$ cat config.mk
export PLATFORM = sky130hd
export DESIGN_NAME = gpio_pad_bank
export DESIGN_NICKNAME = d
export VERILOG_FILES = /design/src/rtl/gpio_pad_pkg.sv /design/src/rtl/rst_sync.sv /design/src/rtl/in_sync.sv /design/src/rtl/line_ctl.sv /design/src/rtl/gpio_pad_bank.sv
export SDC_FILE = /design/constraint.sdc
export NUM_CORES = 1
export LEC_CHECK = 0
export BUFFER_PORTS_ARGS = -buffer_cell sky130_fd_sc_hd__buf_2
export CAP_MARGIN = 20
export CORE_MARGIN = 1
export CORE_UTILIZATION = 34
export DETAILED_ROUTE_END_ITERATION = 6
export HOLD_SLACK_MARGIN = 0.08
export SLEW_MARGIN = 20
export SYNTH_ARGS = -nofsm -noshare
export SYNTH_HDL_FRONTEND = slang
export SYNTH_SLANG_ARGS = --single-unit
$ cat constraint.sdc
create_clock -name clk -period 5.4 [get_ports clk]
set_input_delay 0.27 -clock clk [delete_from_list [all_inputs] [get_ports clk]]
set_output_delay 0.27 -clock clk [all_outputs]
set_load 0.05 [all_outputs]
$ cat src/rtl/gpio_pad_pkg.sv
package gpio_pad_pkg;

  // Field positions inside one line's five-bit group
  localparam int FLD_DIR_MSK = 0;
  localparam int FLD_DIR     = 1;
  localparam int FLD_VAL_MSK = 2;
  localparam int FLD_VAL     = 3;
  localparam int FLD_IN      = 4;
  // Offset of the data-line group above the clock-line group
  localparam int LINE_STRIDE = 8;
  localparam int LINES_PER_REG = 2;

  typedef struct packed {
    logic dir;  // 1 = output
    logic val;  // level driven when output
  } line_cfg_t;

  localparam line_cfg_t LINE_RESET = '{dir: 1'b0, val: 1'b1};

endpackage

$ cat src/rtl/rst_sync.sv
module rst_sync (
  input  logic clk,
  input  logic rst_n_i,
  output logic rst_n_o
);

  logic [1:0] chain_q;
  logic [1:0] chain_d;

  always_comb begin
    chain_d = {chain_q[0], 1'b1};
  end

  always_ff @(posedge clk or negedge rst_n_i) begin
    if (!rst_n_i) chain_q <= 2'b00;
    else          chain_q <= chain_d;
  end

  assign rst_n_o = chain_q[1];

endmodule

$ cat src/rtl/in_sync.sv
module in_sync #(
  parameter int WIDTH = 16
) (
  input  logic             clk,
  input  logic             rst_n,
  input  logic [WIDTH-1:0] d_i,
  output logic [WIDTH-1:0] q_o
);

  logic [WIDTH-1:0] meta_q, meta_d;
  logic [WIDTH-1:0] hold_q, hold_d;

  always_comb begin
    meta_d = d_i;
    hold_d = meta_q;
  end

  // Idle bus level is high, so the stages reset to 1
  always_ff @(posedge clk or negedge rst_n) begin
    if (!rst_n) begin
      meta_q <= '1;
      hold_q <= '1;
    end else begin
      meta_q <= meta_d;
      hold_q <= hold_d;
    end
  end

  assign q_o = hold_q;

  // Cycles since reset, so the two-cycle lag check never looks into reset
  logic [1:0] warm_q;
  always_ff @(posedge clk or negedge rst_n) begin
    if (!rst_n)              warm_q <= 2'd0;
    else if (warm_q != 2'd2) warm_q <= warm_q + 2'd1;
  end

  // the synchronized level is the pad level of two cycles earlier
  a_r7_two_cycle_lag: assert property (@(posedge clk) disable iff (!rst_n)
    (warm_q == 2'd2) |-> (q_o == $past(d_i, 2)));

endmodule

$ cat src/rtl/line_ctl.sv
module line_ctl
  import gpio_pad_pkg::*;
(
  input  logic clk,
  input  logic rst_n,
  input  logic dir_we,
  input  logic dir_d,
  input  logic val_we,
  input  logic val_d,
  output logic dir_q,
  output logic val_q,
  output logic pull_low
);

  line_cfg_t cfg_q, cfg_d;

  always_comb begin
    cfg_d = cfg_q;
    if (dir_we) cfg_d.dir = dir_d;
    if (val_we) cfg_d.val = val_d;
  end

  always_ff @(posedge clk or negedge rst_n) begin
    if (!rst_n) cfg_q <= LINE_RESET;
    else        cfg_q <= cfg_d;
  end

  assign dir_q    = cfg_q.dir;
  assign val_q    = cfg_q.val;
  assign pull_low = cfg_q.dir & ~cfg_q.val;

  // a field without its mask bit keeps its value
  a_r4_dir_hold: assert property (@(posedge clk) disable iff (!rst_n)
    !dir_we |=> $stable(dir_q));
  a_r4_val_hold: assert property (@(posedge clk) disable iff (!rst_n)
    !val_we |=> $stable(val_q));

endmodule

$ cat src/rtl/gpio_pad_bank.sv
module gpio_pad_bank
  import gpio_pad_pkg::*;
#(
  parameter int                NUM_REGS  = 8,
  parameter int                ADDR_W    = 16,
  parameter int                DATA_W    = 32,
  parameter logic [ADDR_W-1:0] BASE_ADDR = 16'h5010
) (
  input  logic                clk,
  input  logic                rst_n,
  input  logic                bus_wr,
  input  logic                bus_rd,
  input  logic [ADDR_W-1:0]   bus_addr,
  input  logic [DATA_W-1:0]   bus_wdata,
  output logic [DATA_W-1:0]   bus_rdata,
  input  logic [NUM_REGS-1:0] pad_scl_in,
  input  logic [NUM_REGS-1:0] pad_sda_in,
  output logic [NUM_REGS-1:0] pad_scl_pull,
  output logic [NUM_REGS-1:0] pad_sda_pull
);

  localparam int                NUM_LINES = NUM_REGS * LINES_PER_REG;
  localparam int                IDX_W     = (NUM_REGS > 1) ? $clog2(NUM_REGS) : 1;
  localparam logic [ADDR_W-1:0] SPAN      = ADDR_W'(NUM_REGS * 4);

  logic rst_n_s;

  rst_sync u_rst_sync (
    .clk     (clk),
    .rst_n_i (rst_n),
    .rst_n_o (rst_n_s)
  );

  // Address decode
  logic [ADDR_W-1:0] offset;
  logic              hit;
  logic [IDX_W-1:0]  idx;

  always_comb begin
    offset = bus_addr - BASE_ADDR;
    hit    = (bus_addr >= BASE_ADDR) && (offset < SPAN) && (offset[1:0] == 2'b00);
    idx    = offset[IDX_W+1:2];
  end

  // Pad input synchronization
  logic [NUM_LINES-1:0] pad_vec;
  logic [NUM_LINES-1:0] pad_sync;

  in_sync #(.WIDTH(NUM_LINES)) u_in_sync (
    .clk   (clk),
    .rst_n (rst_n_s),
    .d_i   (pad_vec),
    .q_o   (pad_sync)
  );

  logic [NUM_REGS-1:0]  wr_sel;
  logic [NUM_LINES-1:0] dir_vec, val_vec, pull_vec;
  logic [DATA_W-1:0]    line_word [NUM_LINES];
  logic [DATA_W-1:0]    reg_word  [NUM_REGS];

  for (genvar r = 0; r < NUM_REGS; r++) begin : g_reg
    assign wr_sel[r] = bus_wr && hit && (idx == IDX_W'(r));

    for (genvar k = 0; k < LINES_PER_REG; k++) begin : g_line
      localparam int L = LINES_PER_REG * r + k;
      localparam int B = k * LINE_STRIDE;

      line_ctl u_line (
        .clk      (clk),
        .rst_n    (rst_n_s),
        .dir_we   (wr_sel[r] & bus_wdata[B + FLD_DIR_MSK]),
        .dir_d    (bus_wdata[B + FLD_DIR]),
        .val_we   (wr_sel[r] & bus_wdata[B + FLD_VAL_MSK]),
        .val_d    (bus_wdata[B + FLD_VAL]),
        .dir_q    (dir_vec[L]),
        .val_q    (val_vec[L]),
        .pull_low (pull_vec[L])
      );

      assign line_word[L] = DATA_W'({pad_sync[L], val_vec[L], 1'b0, dir_vec[L], 1'b0}) << B;
    end

    assign reg_word[r]      = line_word[LINES_PER_REG*r] | line_word[LINES_PER_REG*r + 1];
    assign pad_vec[2*r]     = pad_scl_in[r];
    assign pad_vec[2*r + 1] = pad_sda_in[r];
    assign pad_scl_pull[r]  = pull_vec[2*r];
    assign pad_sda_pull[r]  = pull_vec[2*r + 1];
  end

  // Registered read port
  logic [DATA_W-1:0] rdata_q, rdata_d;

  always_comb begin
    rdata_d = rdata_q;
    if (bus_rd) rdata_d = hit ? reg_word[idx] : '0;
  end

  always_ff @(posedge clk or negedge rst_n_s) begin
    if (!rst_n_s) rdata_q <= '0;
    else          rdata_q <= rdata_d;
  end

  assign bus_rdata = rdata_q;

  logic unused_wdata;
  assign unused_wdata = ^bus_wdata;

  // a write that misses the map leaves every line untouched
  a_r2_miss_no_change: assert property (@(posedge clk) disable iff (!rst_n_s)
    (bus_wr && !hit) |=> ($stable(dir_vec) && $stable(val_vec)));

  // pad drive moves only after a write
  a_r6_pull_after_write: assert property (@(posedge clk) disable iff (!rst_n_s)
    !$stable(pull_vec) |-> $past(bus_wr));

  // read data holds without a read strobe
  a_r8_rdata_hold: assert property (@(posedge clk) disable iff (!rst_n_s)
    !$past(bus_rd) |-> $stable(bus_rdata));

endmodule

==> results.tsv <==
stage	metric	value	unit
global_routing	grt_usage	0.142	
timing	period_share	0.493	
floorplan	die_h	109	um
worst_setup_path	worstPathArrival	2.88	ns
timing	worst_pin_slew	0.632	ns
power	power_frac_seq	0.433	
drt	wl	7680	um
cts	h-tree-depth	3	
global_routing	grt_busiest_layer	met2	
worst_setup_path	crit_path_start_kind	input port	
worst_setup_path	required	5.61	ns
power	ir_drop	203	uV
cts	cts_tree	yes	
cts	clock-root-buffer	clkbuf_16	
final_layout	final_util	0.416	
timing	tns	0	ns
drt	drt_iter0_drc	149	
timing	slew_headroom	0.578	
global_routing	use_met1	0.177	
power	powerDensity	288	mW/mm2
synth	synthDistinctLibCells	34	
worst_setup_path	cp_max_fo	33	
timing	timing.fmax	375	MHz
synth	ys_seq_area_frac	0.481	
worst_setup_path	crit_path_end_kind	register	
synth	synthesis.instances	323	
timing	fin_worst_skew	0.00540	ns
placement	dpl_cell_area	0.00409	mm2
timing	hold_viol	0	
timing	grt_setup_unrepaired	false	
drt	drcViolationCount	0	
placement	port_buffers	65	
synth	synth_warnings	0	
timing	setup_viol	0	
timing	hold-worst-slack	0.248	ns
synth	synth-seq-cells	72	
timing	postLayoutSetupSlackWorst	2.74	ns
synth	synth_top_area_frac	0.326	
drt	firstDrtPassIters	4	
power	clkPwrFrac	0.467	
global_routing	grt_pass1_vias	2509	
timing	period_needed	2.66	ns
floorplan	rows	38	
cts	cts_buffers	9	
power	swShare	0.238	
synth	yosys-top-cells-area	dfstp_2 (33%), dfrtp_1 (16%), buf_4 (8.1%)	
drt	ant_nets	0	
power	pwr-share-comb	0.100	
synth	yosys_most_used_dff	dfstp_2	
power	p_sw	0.313	mW
cts	clock-sinks	72	
global_routing	grt_max_degree	49	
synth	async_reset_ff_frac	1.00	
placement	post-place-cells	494	
status	outcome	completed	
power	internal-power	1.00	mW
drt	vias	2531	
synth	synth_edf_count	0	
cts	path_clk_slew	0.05	ns
global_routing	grtUsageMet3	0.0418	
placement	gp_congestion	0.740	
synth	yosysMostFrequentCell	dfstp_2	
floorplan	die_x	109	um
synth	yosys.area.top_type	dfstp_2	
placement	dpl.hpwl	5370	um
global_routing	grt_pass1_wl	12500	um
synth	syn_area_per_cell	12.0	um2
global_routing	use_met2	0.232	
final_layout	final_nets	451	
cts	insertion_delay	0.33	ns
worst_setup_path	critPathKind	in2reg	
drt	vias_per_cell	4.80	
global_routing	grt.overflow.total	0	
final_layout	final_cell_area	0.00457	mm2
cts	cts.path.max_buffers	2	
synth	ys_top_cells_by_count	dfstp_2 (48), buf_4 (42), nor2b_1 (29), nor3_2 (29), dfrtp_1 (24)	
final_layout	num_antenna_cells	0	
floorplan	io_pins	116	
drt	wl_per_cell	14.6	um
global_routing	antenna_found_initial	0	
worst_hold_path	hold_path_class	reg2async	
timing	final_max_slew_viol_count	0	
power	p_leak	1.97	nW
final_layout	drive_above_1_share	0.525	
final_layout	syn_to_final_growth	17.9	%
floorplan	start_util	0.353	
floorplan	die_area	0.0118	mm2
floorplan	coreArea	0.0110	mm2
placement	pre_cts_ws	2.41	ns
final_layout	final_cells	527	
synth	synth_area	0.00387	mm2
flow_run	drv_cap	0	
power	total_power	1.31	mW
==> logic make-up (layout without fill, tap and decap cells) <==
kind of cell,after synthesis,count (layout),synth area share
adders and majority gates,1,1,0.00323
muxes,45,45,0.165
and+or+nand+nor,126,126,0.212
buffers and inverters,65,104,0.111
AOI/OAI and AO/OA,12,12,0.0255
DFF,72,72,0.481
other,2,27,0.00194
==> flip-flops by register name (all words and copies together) (netlist names) <==
register               cells
u_in_sync.hold_d          16
g.g_line.u_line.val_q     16
u_in_sync.q_o             16
bus_rdata                  6
u_rst_sync.chain_q         2
g.g_line.u_line.dir_q     16
==> cells in the final DEF (no fill, tap or decap), types with 3 or more instances in the layout <==
cell	n
nand4_1	17
conb_1	27
clkbuf_16	9
buf_2	65
a31o_2	6
nor2_1	6
nor2b_1	29
mux4_2	12
dlygate4sd3_1	17
mux2_1	12
nand2_1	19
buf_4	3
dfstp_2	48
clkinv_2	3
nor3_2	29
nand3_1	16
nor3_1	3
mux2_2	20
inv_1	3
dfrtp_1	23
==> power by group through the flow <==
stage	clock network [mW]	logic (mW)	registers, mW
floorplan	0	0.0966	0.580
global placement	0	0.119	0.577
detailed placement	0	0.121	0.578
CTS	0.632	0.131	0.570
global route	0.656	0.142	0.571
finish	0.614	0.131	0.569
==> per-layer routing <==
layer,share of wire,wire [um]
met3,0.064,494
met2,0.49,3780
met4,0.014,106
met1,0.43,3290
met5,0,0
==> timing repair <==
item,4_1_cts,5_1_grt
hold buffers,17,0
resized for setup,0,0
buffers inserted,0,0
endpoints found under the hold margin,18,0
==> final cells by class <==
type                       instances  area, um2
fill                            1052       6410
tap                              140        175
timing repair buffer              85        518
clock inverter                     6       83.8
multi-input combinational        211       1690
inverter                           3       11.3
sequential                        72       1860
clock buffer                      10        229
==> critical path: stages <==
cell and delay, ns:
buf_2 0.40, inv_1 0.27, ha_1 0.35, nand4_1 0.08, or4_1 0.52, buf_4 0.30, nor3_1 0.29, mux2_2 0.36
==> worst paths after layout <==
check                                           startpoint                              end  slack, ns  cells past startpoint
hold / removal                       u_rst_sync.chain_q[1]  g_reg[2].g_line[1].u_line.dir_q       0.25                      0
setup reg to reg           g_reg[3].g_line[1].u_line.dir_q                     bus_rdata[9]       4.01                      4
setup / recovery                               bus_addr[4]  g_reg[6].g_line[1].u_line.dir_q       2.74                      8
max in group asynchronous            u_rst_sync.chain_q[1]                 u_in_sync.q_o[8]       4.19                      1
hold reg to reg                      u_rst_sync.chain_q[1]  g_reg[2].g_line[1].u_line.dir_q       0.25                      0
min in group clk                              bus_wdata[9]  g_reg[1].g_line[1].u_line.dir_q       0.27                      2
No activity file was read; power rests on OpenSTA's default activity.
